## src/rtl/sb_pkg.sv

```systemverilog
// Shared widths, entry layout and load-controller states for the store buffer.
// Assumes word-addressed memory with a byte mask per word.
package sb_pkg;
    parameter int unsigned SB_ADDR_W = 16;
    parameter int unsigned SB_DATA_W = 32;
    parameter int unsigned SB_BE_W   = SB_DATA_W / 8;

    typedef struct packed {
        logic [SB_ADDR_W-1:0] addr;
        logic [SB_DATA_W-1:0] data;
        logic [SB_BE_W-1:0]   be;
        logic                 atomic;
    } sb_entry_t;

    typedef enum logic [2:0] {
        LD_IDLE = 3'd0,
        LD_LOOK = 3'd1,
        LD_READ = 3'd2,
        LD_WAIT = 3'd3,
        LD_RESP = 3'd4
    } ld_state_t;
endpackage

```

## src/rtl/sb_fifo.sv

```systemverilog
// Circular storage for pending writes. Push at the tail, pop at the head.
// Push and pop may occur together. The caller never pushes when full or pops when empty.
module sb_fifo
    import sb_pkg::*;
#(
    parameter int DEPTH = 4,
    parameter int PTR_W = (DEPTH > 1) ? $clog2(DEPTH) : 1,
    parameter int CNT_W = $clog2(DEPTH + 1)
) (
    input  logic                  clk,
    input  logic                  rst_n,
    input  logic                  push,
    input  sb_entry_t             push_entry,
    input  logic                  pop,
    output sb_entry_t [DEPTH-1:0] entries,
    output logic [PTR_W-1:0]      head,
    output logic [CNT_W-1:0]      count,
    output logic                  full,
    output logic                  empty
);
    logic [PTR_W-1:0] tail;

    function automatic logic [PTR_W-1:0] bump(input logic [PTR_W-1:0] p);
        return (int'(p) == DEPTH - 1) ? '0 : p + PTR_W'(1);
    endfunction

    // Entry storage: write the new entry into the tail slot.
    always_ff @(posedge clk) begin
        if (!rst_n) begin
            entries <= '0;
        end else if (push) begin
            entries[tail] <= push_entry;
        end
    end

    // Pointers and occupancy.
    always_ff @(posedge clk) begin
        if (!rst_n) begin
            head  <= '0;
            tail  <= '0;
            count <= '0;
        end else begin
            if (push) tail <= bump(tail);
            if (pop)  head <= bump(head);
            if (push && !pop)      count <= count + CNT_W'(1);
            else if (pop && !push) count <= count - CNT_W'(1);
        end
    end

    assign full  = (int'(count) == DEPTH);
    assign empty = (count == '0);
endmodule

```

## src/rtl/sb_fwd.sv

```systemverilog
// Combinational lookup of pending writes for one load word.
// The walk runs from oldest to youngest, so the youngest plain store wins per byte.
// Atomic entries never forward. They raise a hold when they share a requested byte.
module sb_fwd
    import sb_pkg::*;
#(
    parameter int DEPTH = 4,
    parameter int PTR_W = (DEPTH > 1) ? $clog2(DEPTH) : 1,
    parameter int CNT_W = $clog2(DEPTH + 1)
) (
    input  sb_entry_t [DEPTH-1:0] entries,
    input  logic [PTR_W-1:0]      head,
    input  logic [CNT_W-1:0]      count,
    input  logic [SB_ADDR_W-1:0]  look_addr,
    input  logic [SB_BE_W-1:0]    look_be,
    output logic [SB_DATA_W-1:0]  fwd_data,
    output logic [SB_BE_W-1:0]    fwd_mask,
    output logic                  fwd_block
);
    // Age-ordered byte merge over all live entries.
    always_comb begin
        int slot;
        fwd_data  = '0;
        fwd_mask  = '0;
        fwd_block = 1'b0;
        slot      = 0;
        for (int i = 0; i < DEPTH; i++) begin
            slot = int'(head) + i;
            if (slot >= DEPTH) slot = slot - DEPTH;
            if (i < int'(count) && entries[PTR_W'(slot)].addr == look_addr) begin
                if (entries[PTR_W'(slot)].atomic) begin
                    if ((entries[PTR_W'(slot)].be & look_be) != '0) fwd_block = 1'b1;
                end else begin
                    for (int b = 0; b < SB_BE_W; b++) begin
                        if (entries[PTR_W'(slot)].be[b]) begin
                            fwd_mask[b]        = 1'b1;
                            fwd_data[b*8 +: 8] = entries[PTR_W'(slot)].data[b*8 +: 8];
                        end
                    end
                end
            end
        end
    end
endmodule

```

## src/rtl/sb_load_ctl.sv

```systemverilog
// Sequencer for one load at a time: take the request, look up the buffer,
// optionally read memory, merge bytes and give a single-cycle response.
// Assumes that the memory returns exactly one response per read handshake.
module sb_load_ctl
    import sb_pkg::*;
(
    input  logic                 clk,
    input  logic                 rst_n,
    input  logic                 ld_valid,
    input  logic [SB_ADDR_W-1:0] ld_addr,
    input  logic [SB_BE_W-1:0]   ld_be,
    input  logic                 st_valid,
    input  logic [SB_DATA_W-1:0] fwd_data,
    input  logic [SB_BE_W-1:0]   fwd_mask,
    input  logic                 fwd_block,
    input  logic                 mem_req_ready,
    input  logic                 mem_rsp_valid,
    input  logic [SB_DATA_W-1:0] mem_rsp_data,
    output logic                 ld_ready,
    output logic                 ld_rsp_valid,
    output logic [SB_DATA_W-1:0] ld_rsp_data,
    output logic [SB_ADDR_W-1:0] look_addr,
    output logic [SB_BE_W-1:0]   look_be,
    output logic                 rd_valid,
    output logic                 drain_allow,
    output logic                 busy
);
    ld_state_t            state;
    logic [SB_DATA_W-1:0] cap_data;
    logic [SB_BE_W-1:0]   cap_mask;
    logic [SB_BE_W-1:0]   hit_mask;

    function automatic logic [SB_DATA_W-1:0] merge_bytes(
        input logic [SB_DATA_W-1:0] fd,
        input logic [SB_BE_W-1:0]   fm,
        input logic [SB_BE_W-1:0]   want,
        input logic [SB_DATA_W-1:0] md
    );
        logic [SB_DATA_W-1:0] r;
        r = '0;
        for (int b = 0; b < SB_BE_W; b++) begin
            if (want[b]) r[b*8 +: 8] = fm[b] ? fd[b*8 +: 8] : md[b*8 +: 8];
        end
        return r;
    endfunction

    assign hit_mask = fwd_mask & look_be;

    // State advance, request capture and result merge.
    always_ff @(posedge clk) begin
        if (!rst_n) begin
            state       <= LD_IDLE;
            look_addr   <= '0;
            look_be     <= '0;
            cap_data    <= '0;
            cap_mask    <= '0;
            ld_rsp_data <= '0;
        end else begin
            unique case (state)
                LD_IDLE: begin
                    if (ld_valid && ld_ready) begin
                        look_addr <= ld_addr;
                        look_be   <= ld_be;
                        state     <= LD_LOOK;
                    end
                end
                LD_LOOK: begin
                    if (!fwd_block) begin
                        cap_data <= fwd_data;
                        cap_mask <= hit_mask;
                        if (hit_mask == look_be) begin
                            ld_rsp_data <= merge_bytes(fwd_data, hit_mask, look_be, '0);
                            state       <= LD_RESP;
                        end else begin
                            state <= LD_READ;
                        end
                    end
                end
                LD_READ: begin
                    if (mem_req_ready) state <= LD_WAIT;
                end
                LD_WAIT: begin
                    if (mem_rsp_valid) begin
                        ld_rsp_data <= merge_bytes(cap_data, cap_mask, look_be, mem_rsp_data);
                        state       <= LD_RESP;
                    end
                end
                LD_RESP: state <= LD_IDLE;
                default: state <= LD_IDLE;
            endcase
        end
    end

    // Handshake and port-sharing outputs decoded from the state.
    always_comb begin
        ld_ready     = (state == LD_IDLE) && !st_valid;
        ld_rsp_valid = (state == LD_RESP);
        rd_valid     = (state == LD_READ);
        drain_allow  = (state == LD_IDLE) || ((state == LD_LOOK) && fwd_block);
        busy         = (state != LD_IDLE);
    end
endmodule

```

## src/rtl/store_buffer.sv

```systemverilog
// Top of the per-core store buffer. Pending writes sit in a FIFO and drain to
// memory oldest first. Loads forward per byte from the core's own entries.
// Assumes one core, no caches, and a memory that answers reads in order.
module store_buffer
    import sb_pkg::*;
#(
    parameter int DEPTH = 4
) (
    input  logic                 clk,
    input  logic                 rst_n,
    input  logic                 st_valid,
    output logic                 st_ready,
    input  logic [SB_ADDR_W-1:0] st_addr,
    input  logic [SB_DATA_W-1:0] st_data,
    input  logic [SB_BE_W-1:0]   st_be,
    input  logic                 st_atomic,
    input  logic                 ld_valid,
    output logic                 ld_ready,
    input  logic [SB_ADDR_W-1:0] ld_addr,
    input  logic [SB_BE_W-1:0]   ld_be,
    output logic                 ld_rsp_valid,
    output logic [SB_DATA_W-1:0] ld_rsp_data,
    output logic                 mem_req_valid,
    input  logic                 mem_req_ready,
    output logic                 mem_req_we,
    output logic [SB_ADDR_W-1:0] mem_req_addr,
    output logic [SB_DATA_W-1:0] mem_req_data,
    output logic [SB_BE_W-1:0]   mem_req_be,
    input  logic                 mem_rsp_valid,
    input  logic [SB_DATA_W-1:0] mem_rsp_data,
    output logic                 sb_empty
);
    localparam int PTR_W = (DEPTH > 1) ? $clog2(DEPTH) : 1;
    localparam int CNT_W = $clog2(DEPTH + 1);

    sb_entry_t [DEPTH-1:0] entries;
    sb_entry_t             new_entry;
    logic [PTR_W-1:0]      head;
    logic [CNT_W-1:0]      count;
    logic                  full;
    logic                  push;
    logic                  pop;
    logic                  drain_valid;
    logic [SB_DATA_W-1:0]  fwd_data;
    logic [SB_BE_W-1:0]    fwd_mask;
    logic                  fwd_block;
    logic [SB_ADDR_W-1:0]  look_addr;
    logic [SB_BE_W-1:0]    look_be;
    logic                  rd_valid;
    logic                  drain_allow;
    logic                  ld_busy;

    // Store acceptance and drain handshake.
    always_comb begin
        new_entry   = '{addr: st_addr, data: st_data, be: st_be, atomic: st_atomic};
        st_ready    = !full && !ld_busy;
        push        = st_valid && st_ready;
        drain_valid = drain_allow && !sb_empty;
        pop         = drain_valid && mem_req_ready;
    end

    // Shared memory port: the load read and the drain write never overlap in time.
    always_comb begin
        mem_req_valid = rd_valid || drain_valid;
        mem_req_we    = drain_valid;
        mem_req_addr  = drain_valid ? entries[head].addr : look_addr;
        mem_req_data  = drain_valid ? entries[head].data : '0;
        mem_req_be    = drain_valid ? entries[head].be   : look_be;
    end

    sb_fifo #(.DEPTH(DEPTH), .PTR_W(PTR_W), .CNT_W(CNT_W)) fifo_i (
        .clk        (clk),
        .rst_n      (rst_n),
        .push       (push),
        .push_entry (new_entry),
        .pop        (pop),
        .entries    (entries),
        .head       (head),
        .count      (count),
        .full       (full),
        .empty      (sb_empty)
    );

    sb_fwd #(.DEPTH(DEPTH), .PTR_W(PTR_W), .CNT_W(CNT_W)) fwd_i (
        .entries   (entries),
        .head      (head),
        .count     (count),
        .look_addr (look_addr),
        .look_be   (look_be),
        .fwd_data  (fwd_data),
        .fwd_mask  (fwd_mask),
        .fwd_block (fwd_block)
    );

    sb_load_ctl ldc_i (
        .clk           (clk),
        .rst_n         (rst_n),
        .ld_valid      (ld_valid),
        .ld_addr       (ld_addr),
        .ld_be         (ld_be),
        .st_valid      (st_valid),
        .fwd_data      (fwd_data),
        .fwd_mask      (fwd_mask),
        .fwd_block     (fwd_block),
        .mem_req_ready (mem_req_ready),
        .mem_rsp_valid (mem_rsp_valid),
        .mem_rsp_data  (mem_rsp_data),
        .ld_ready      (ld_ready),
        .ld_rsp_valid  (ld_rsp_valid),
        .ld_rsp_data   (ld_rsp_data),
        .look_addr     (look_addr),
        .look_be       (look_be),
        .rd_valid      (rd_valid),
        .drain_allow   (drain_allow),
        .busy          (ld_busy)
    );
endmodule

```

## config.mk

```make
export PLATFORM = sky130hd
export DESIGN_NAME = store_buffer
export DESIGN_NICKNAME = d
export VERILOG_FILES = /design/src/rtl/sb_pkg.sv /design/src/rtl/sb_fifo.sv /design/src/rtl/sb_fwd.sv /design/src/rtl/sb_load_ctl.sv /design/src/rtl/store_buffer.sv
export SDC_FILE = /design/constraint.sdc
export NUM_CORES = 1
export LEC_CHECK = 0
export BUFFER_PORTS_ARGS = -buffer_cell sky130_fd_sc_hd__buf_2
export CAP_MARGIN = 20
export CORE_MARGIN = 5
export CORE_UTILIZATION = 25
export DETAILED_ROUTE_END_ITERATION = 6
export GPL_TIMING_DRIVEN = 0
export SLEW_MARGIN = 20
export SYNTH_ARGS = -nofsm -noshare
export SYNTH_HDL_FRONTEND = slang
export SYNTH_SLANG_ARGS = --single-unit
```

## constraint.sdc

```tcl
create_clock -name clk -period 7.08 [get_ports clk]
set_input_delay 1.416 -clock clk [delete_from_list [all_inputs] [get_ports clk]]
set_output_delay 1.416 -clock clk [all_outputs]
set_load 0.03 [all_outputs]
```

==> impl_metrics.ini, run 1 <==
[critical_path]
r2r_setup_slack_ps = 1300
arrival_ps = 5590
r2r_end = ldc_i.ld_rsp_data[15]
crit_path_end_kind = primary output
setup.worst_path.start_class = register
crit_required_ps = 5660
crit_type = reg2out
cp_max_fo = 10
reg2reg_depth = 13
worstReg2RegStart = fifo_i.head[1]

[logic_synthesis]
synth-seq-area-share_pct = 30.2
synth.most_common_cell = nand2_1
async_flop_share_pct = 0
synth_commonest_cells = nand2_1 (651), dfxtp_1 (310), a21oi_1 (251)
ys_types = 71
synth-main-ff-cell = dfxtp_1
synth_top_area_share_pct = 30.2
synth_seq_cells = 310
ys_warn_count = 0
synth_area_leader_cell = dfxtp_1
synthesis.nets = 2501
syn-instance-count = 2380
synth_edf_count = 0
syn_area_mm2 = 0.0206
synthTopCellsByArea = dfxtp_1 (30%), mux4_2 (18%), nand2_1 (12%)
syn-mean-instance-area_um2 = 8.64

[routing]
drt_iter0_drc = 2070
wl_per_cell_um = 23.6
dr.pass1.iters = 5
final_antenna_net_count = 0
drc_errors = 0
via_per_inst = 5.33
highest-signal-layer = met5
wl_met1_um = 35600
drt_wl_total_um = 87900
num_vias = 19875
route.met2.wl_um = 39800
wl_met3_um = 8700

[timing]
clock-skew-final_ps = 27.9
setup-violations-final = 0
slew_headroom_pct = 29.6
hold_viol_final = 0
period_share_pct = 99.0
rsz0062_at_grt = no
worst_slew_pin_slew_ps = 1060
max_freq_mhz = 143
slew_viol_final = 0
finalSetupTns_ps = 0
final.min_clock_period_ps = 7010

[clock_tree]
root_buffer = clkbuf_16
cts_max_level = 2
cts_tree = done
ctsHoldBuffers = 0
cts_sinks = 310
clk_latency_ps = 570
cts_buffer_depth = 3
clk_pin_slew_worst_paths_ps = 60
cts_buffers = 37

[final_layout]
drive_gt1_share_pct = 21.4
nNetsFinal = 2747
nFillCells = 8702
final_util_pct = 29.8
area_growth_pct = 18.5

[global_route]
antenna_found_initial = 22
grt_max_degree = 14
grt.total_usage_pct = 19.1
grt_remaining_overflow = 0
grt_pass1_wl_um = 129000
grt_pass1_vias = 19119

[place]
hpwl_um = 67200
portBuffers = 200
gp_congestion = 0.947

[hold_path]
whs_endpoint = ldc_i.cap_data[23]
min_path_cells = 2
hp-class = reg2reg
min_from = ldc_i.cap_data[23]

[floorplanning]
start_util_pct = 25.1
placeableCoreArea_mm2 = 0.0818
die_area_mm2 = 0.0881
die_h_um = 297
die_x_um = 297
rows = 105
io_pins = 201

[pwr]
p_total_mw = 6.89
p_leak_nw = 8.79
power_density_mw_per_mm2 = 283
ir_worst_vdd_mv = 0.135

[status]
status = completed

[run]
drv_cap = 0
cells in the final DEF, fill, tap and decap left out, types with 9 or more instances in the layout:
cell and instances:
o21a_1 28, and2_1 30, nor2_1 80, buf_2 225
dfxtp_1 310, ha_1 10, mux2i_1 138, inv_1 26
mux2_1 10, nand2b_1 9, buf_4 14, o21ai_0 69
mux2_2 72, nand2_1 651, xnor2_1 30, nand3_1 23
buf_1 22, a221o_1 28, nor3_1 34, mux4_2 160
and3_1 38, a21oi_1 251, clkbuf_1 148, nand4_1 13
xor2_1 30, nor2b_1 15, clkbuf_16 38
power breakdown:
part	internal, mW	total (mW)	leakage, nW	switching (mW)
logic	0.967	2.76	5.63	1.79
registers	1.85	2.00	2.51	0.146
clock network	1.29	2.13	0.650	0.841
per-layer routing:
metal | global-route usage (%) | vias to the layer above
met3 | 5.22 | 200
li1 | - | 9005
met2 | 30.9 | 1022
met1 | 24.5 | 9628
met5 | 0 | -
met4 | 6.88 | 20
flip-flops by register name, summed over array words and instances, names as in the netlist:
| name | cells |
|---|---|
| fifo_i.entries | 212 |
| ldc_i.cap_data | 32 |
| ldc_i.ld_rsp_data | 32 |
| ldc_i.look_addr | 16 |
| ldc_i.cap_mask | 4 |
| ldc_i.look_be | 4 |
| fifo_i.count | 3 |
| ldc_i.state | 3 |
| fifo_i.head | 2 |
| fifo_i.tail | 2 |
through the flow:
stage | area, µm² | cells | setup WS [ps] | hold slack (ps)
after floorplan | 20600 | 2380 | 1890 | 432
after global placement | 22900 | 3650 | -346 | 439
after detailed placement | 22900 | 3652 | -207 | 443
after CTS | 24300 | 3723 | 4.34 | 450
after global routing | 24300 | 3724 | 3.10 | 465
final | 24400 | 3730 | 73.4 | 452
what timing repair did:
item / in CTS / in global routing
pin swaps: 2 / 1
endpoints found under the setup margin: 54 / 28
gates resized for setup: 9 / 4
buffers inserted: 4 / 1
gates cloned: 0 / 0
how the worst max path moves through the flow:
| stage | start | end | slack (ps) |
|---|---|---|---|
| 4_1_cts | fifo_i.head[1] | mem_req_be[2] | 4 |
| 3_3_place_gp | fifo_i.head[1] | mem_req_addr[13] | -350 |
| 5_1_grt | fifo_i.head[1] | mem_req_be[0] | 3 |
| 6_report | fifo_i.head[1] | mem_req_be[0] | 70 |
| 3_5_place_dp | fifo_i.head[1] | mem_req_be[2] | -210 |
| 2_1_floorplan | fifo_i.head[0] | mem_req_addr[0] | 1890 |
cells by family (layout without fill, tap and decap cells):
family                   Yosys count  count (layout)  synth area share [%]
AO/OA/AOI/OAI                    446             446                  13.2
XOR/XNOR                          60              60                  2.56
other                              0               6                     0
multiplexers                     381             381                  28.8
buffers and inverters            236             510                  4.90
flip-flops                       310             310                  30.2
adder cells (fa/ha/maj)           10              10                 0.609
AND/OR/NAND/NOR                  937             937                  19.8
layout make-up:
type	instances	area, µm²	area share [%]
Inverter	27	101	0.416
Tap cell	1070	1340	5.50
Buffer	209	917	3.77
Sequential cell	310	6210	25.5
Antenna cell	6	15.0	0.0616
Clock buffer	51	1080	4.43
Multi-Input combinational cell	1834	13400	55.0
Clock inverter	16	259	1.06
Timing Repair Buffer	207	1050	4.31
critical path, stage by stage (launching register included):
cell       delay, ps
dfxtp_1          470
buf_2            370
buf_4            290
buf_4            260
mux4_2           400
o2bb2ai_1        170
a2111oi_1        560
nand3_2          100
buf_4            200
or4b_1           470
o2111ai_1        180
or2_1            150
clkbuf_4         310
nand2_1          180
buf_2            290
mux2_1           420
buf_2            210
Power figures use the tool's default switching activity.
==> run 2: changes to the inputs <==
--- a/config.mk
+++ b/config.mk
@@ -11,7 +11,9 @@
 export CORE_UTILIZATION = 25
 export DETAILED_ROUTE_END_ITERATION = 6
 export GPL_TIMING_DRIVEN = 0
+export PLACE_DENSITY = 0.49
 export SLEW_MARGIN = 20
 export SYNTH_ARGS = -nofsm -noshare
 export SYNTH_HDL_FRONTEND = slang
+export SYNTH_HIERARCHICAL = 1
 export SYNTH_SLANG_ARGS = --single-unit
==> impl_metrics.ini, run 2 <==
[status]
status = complete, but fails checks
violations = DRC

[routing]
drc_errors = 4
drt_iter0_drc = 1811
drt_wl_total_um = 89900
num_vias = 19767
dr.pass1.iters = 7
via_per_inst = 5.18
wl_per_cell_um = 23.6
final_antenna_net_count = 0

[critical_path]
path_cells = buf_6 -> buf_12 -> buf_12 -> buf_6 -> clkbuf_4 -> mux2i_1 -> mux2i_1 -> xnor2_1 -> nand2_1 -> nor2_1 -> nand2_2 -> nor3_1 -> a21oi_1 -> o311ai_4 -> inv_1 -> a211oi_1 -> nor2b_1 -> buf_6 -> buf_6 -> mux2_4 -> buf_2
r2r_end = fifo_i/count[2]
arrival_ps = 5490
crit_top_cell = buf_6
crit_path_end_kind = primary output
crit_path_start = fifo_i/head[1]
crit_required_ps = 5660
worstReg2RegStart = fifo_i/head[0]
setup.worst_path.start_class = register
slowest_stage = dfxtp_1
crit_path_end = mem_req_be[2]
reg2reg_depth = 27
slowest_delay_ps = 400
crit_type = reg2out
r2r_setup_slack_ps = 1270
cp_max_fo = 10

[final_layout]
drive_gt1_share_pct = 24.9
reg_top3 = fifo_i/entries (212), ldc_i/cap_data (32), ldc_i/ld_rsp_data (32)
nFillCells = 9098
layout_commonest_cell = nand2_1
seq_area_mm2 = 0.00621
final_util_pct = 29.6
top_register = fifo_i/entries
nNetsFinal = 2753
multi_input_area_mm2 = 0.0140
largest_register_ffs = 212
final_cell_mix = nand2_1 (632), dfxtp_1 (310), buf_2 (252), mux2i_1 (228), clkbuf_1 (102)
area_growth_pct = 17.6
fin_area_mm2 = 0.0253

[place]
gp_congestion = 0.940
pre_cts_slack_ps = -338
portBuffers = 200
dpl-instance-area_mm2 = 0.0239
hpwl_um = 69300

[clock_tree]
ctsHoldBuffers = 0
clk_latency_ps = 570
post_cts_buffers = 0
cts_buffers = 37
clk_pin_slew_worst_paths_ps = 60
cts_buffer_depth = 3
root_buffer = clkbuf_16
cts_tree = done
cts_sinks = 310
cts_max_level = 2

[global_route]
grt.total_usage_pct = 18.9
grt_pass1_vias = 19338
grt_max_degree = 14
grt_remaining_overflow = 0
grt_pass1_wl_um = 132000
antenna_found_initial = 14

[timing]
rsz0062_at_grt = no
period_share_pct = 97.5
hold_viol_final = 0
max_freq_mhz = 145
finalSetupTns_ps = 0
clock-skew-final_ps = 25.2
slew_viol_final = 0
setup-violations-final = 0
final.min_clock_period_ps = 6900
slew_headroom_pct = 27.7
layout_setup_ws_ps = 178
worst_slew_pin_slew_ps = 1080

[logic_synthesis]
syn_area_mm2 = 0.0215
synth-main-ff-cell = dfxtp_1
ys_warn_count = 6
synthTopCellsByArea = dfxtp_1 (29%), nand2_1 (11%), mux2i_1 (11%)
async_flop_share_pct = 0
synth_area_leader_cell = dfxtp_1
ys_types = 78
synthesis.nets = 2513
synth.most_common_cell = nand2_1
synth_seq_cells = 310
synth-seq-area-share_pct = 28.9
synth_top_area_share_pct = 28.9
synth_commonest_cells = nand2_1 (633), dfxtp_1 (310), mux2i_1 (228)
syn-instance-count = 2395
synth_edf_count = 0
syn-mean-instance-area_um2 = 8.97

[floorplanning]
die_h_um = 303
die_x_um = 303
placeableCoreArea_mm2 = 0.0853
die_area_mm2 = 0.0919
start_util_pct = 25.2
io_pins = 201
rows = 107

[hold_path]
min_path_cells = 2
hp-class = reg2reg

[run]
drv_cap = 0

[pwr]
ir_worst_vdd_mv = 0.146
power_density_mw_per_mm2 = 263
p_leak_nw = 8.40
[run 2: per-layer routing]
metal	share of wire [%]	global-route usage, %	up-vias
li1	-	-	9177
met5	0.086	0	-
met1	44	25.2	9672
met3	6.8	3.80	146
met2	46	31.0	760
met4	3.2	5.70	12
[run 2: what timing repair did]
action                     4_1_cts  5_1_grt
setup endpoints to repair       54       47
gates resized for setup         15        9
hold endpoints to repair         0        0
[run 2: logic make-up (layout without fill, tap and decap cells)]
logic type / count (synthesis) / after routing / share of synthesized area (%)
and+or+nand+nor: 846 / 846 / 17.5
AOI/OAI and AO/OA: 559 / 559 / 20.4
muxes: 379 / 379 / 24.0
DFF: 310 / 310 / 28.9
buffers and inverters: 232 / 501 / 6.23
xor gates and xnor gates: 62 / 62 / 2.53
adders and majority gates: 7 / 7 / 0.443
other: 0 / 6 / 0
[run 2: stage by stage]
stage          total power [mW]  cells  hold slack [ps]
3_3_place_gp               4.63   3739              442
6_report                   6.64   3814              453
3_5_place_dp               4.63   3740              446
5_1_grt                    6.93   3808              470
2_1_floorplan              3.76   2395              436
4_1_cts                    6.66   3808              455
[run 2: worst max-delay path, delay by kind of cell, from the launching register on]
kind                   cells  cell delay (ps)
buffers and inverters      9             1900
AND/OR/NAND/NOR            5             1050
multiplexers               3              680
AO/OA/AOI/OAI              3              510
flip-flops                 1              400
XOR/XNOR                   1              350
[run 2: layout make-up]
class / count / share of cell area (%)
buffer: 220 / 5.27
antenna: 6 / 0.0595
tap: 1144 / 5.67
timing repair buffer: 201 / 3.98
inverter: 12 / 0.178
sequential: 310 / 24.6
multi-input combinational: 1853 / 55.4
clock inverter: 17 / 0.699
clock buffer: 51 / 4.19
[run 2: worst min path at each step]
stage / from / end / slack (ps)
floorplan: ldc_i/cap_data[0] / ldc_i/cap_data[0] / 440
global placement: ldc_i/cap_data[13] / ldc_i/cap_data[13] / 440
detailed placement: ldc_i/cap_data[14] / ldc_i/cap_data[14] / 450
CTS: ldc_i/cap_data[14] / ldc_i/cap_data[14] / 450
global route: ldc_i/cap_data[14] / ldc_i/cap_data[14] / 470
finish: ldc_i/cap_data[18] / ldc_i/cap_data[18] / 450
[run 2: report_power, final]
group          total [mW]  switching (mW)  internal, mW
Sequential           2.01           0.150          1.86
Combinational        2.65            1.65          1.00
Clock                1.98           0.843          1.13
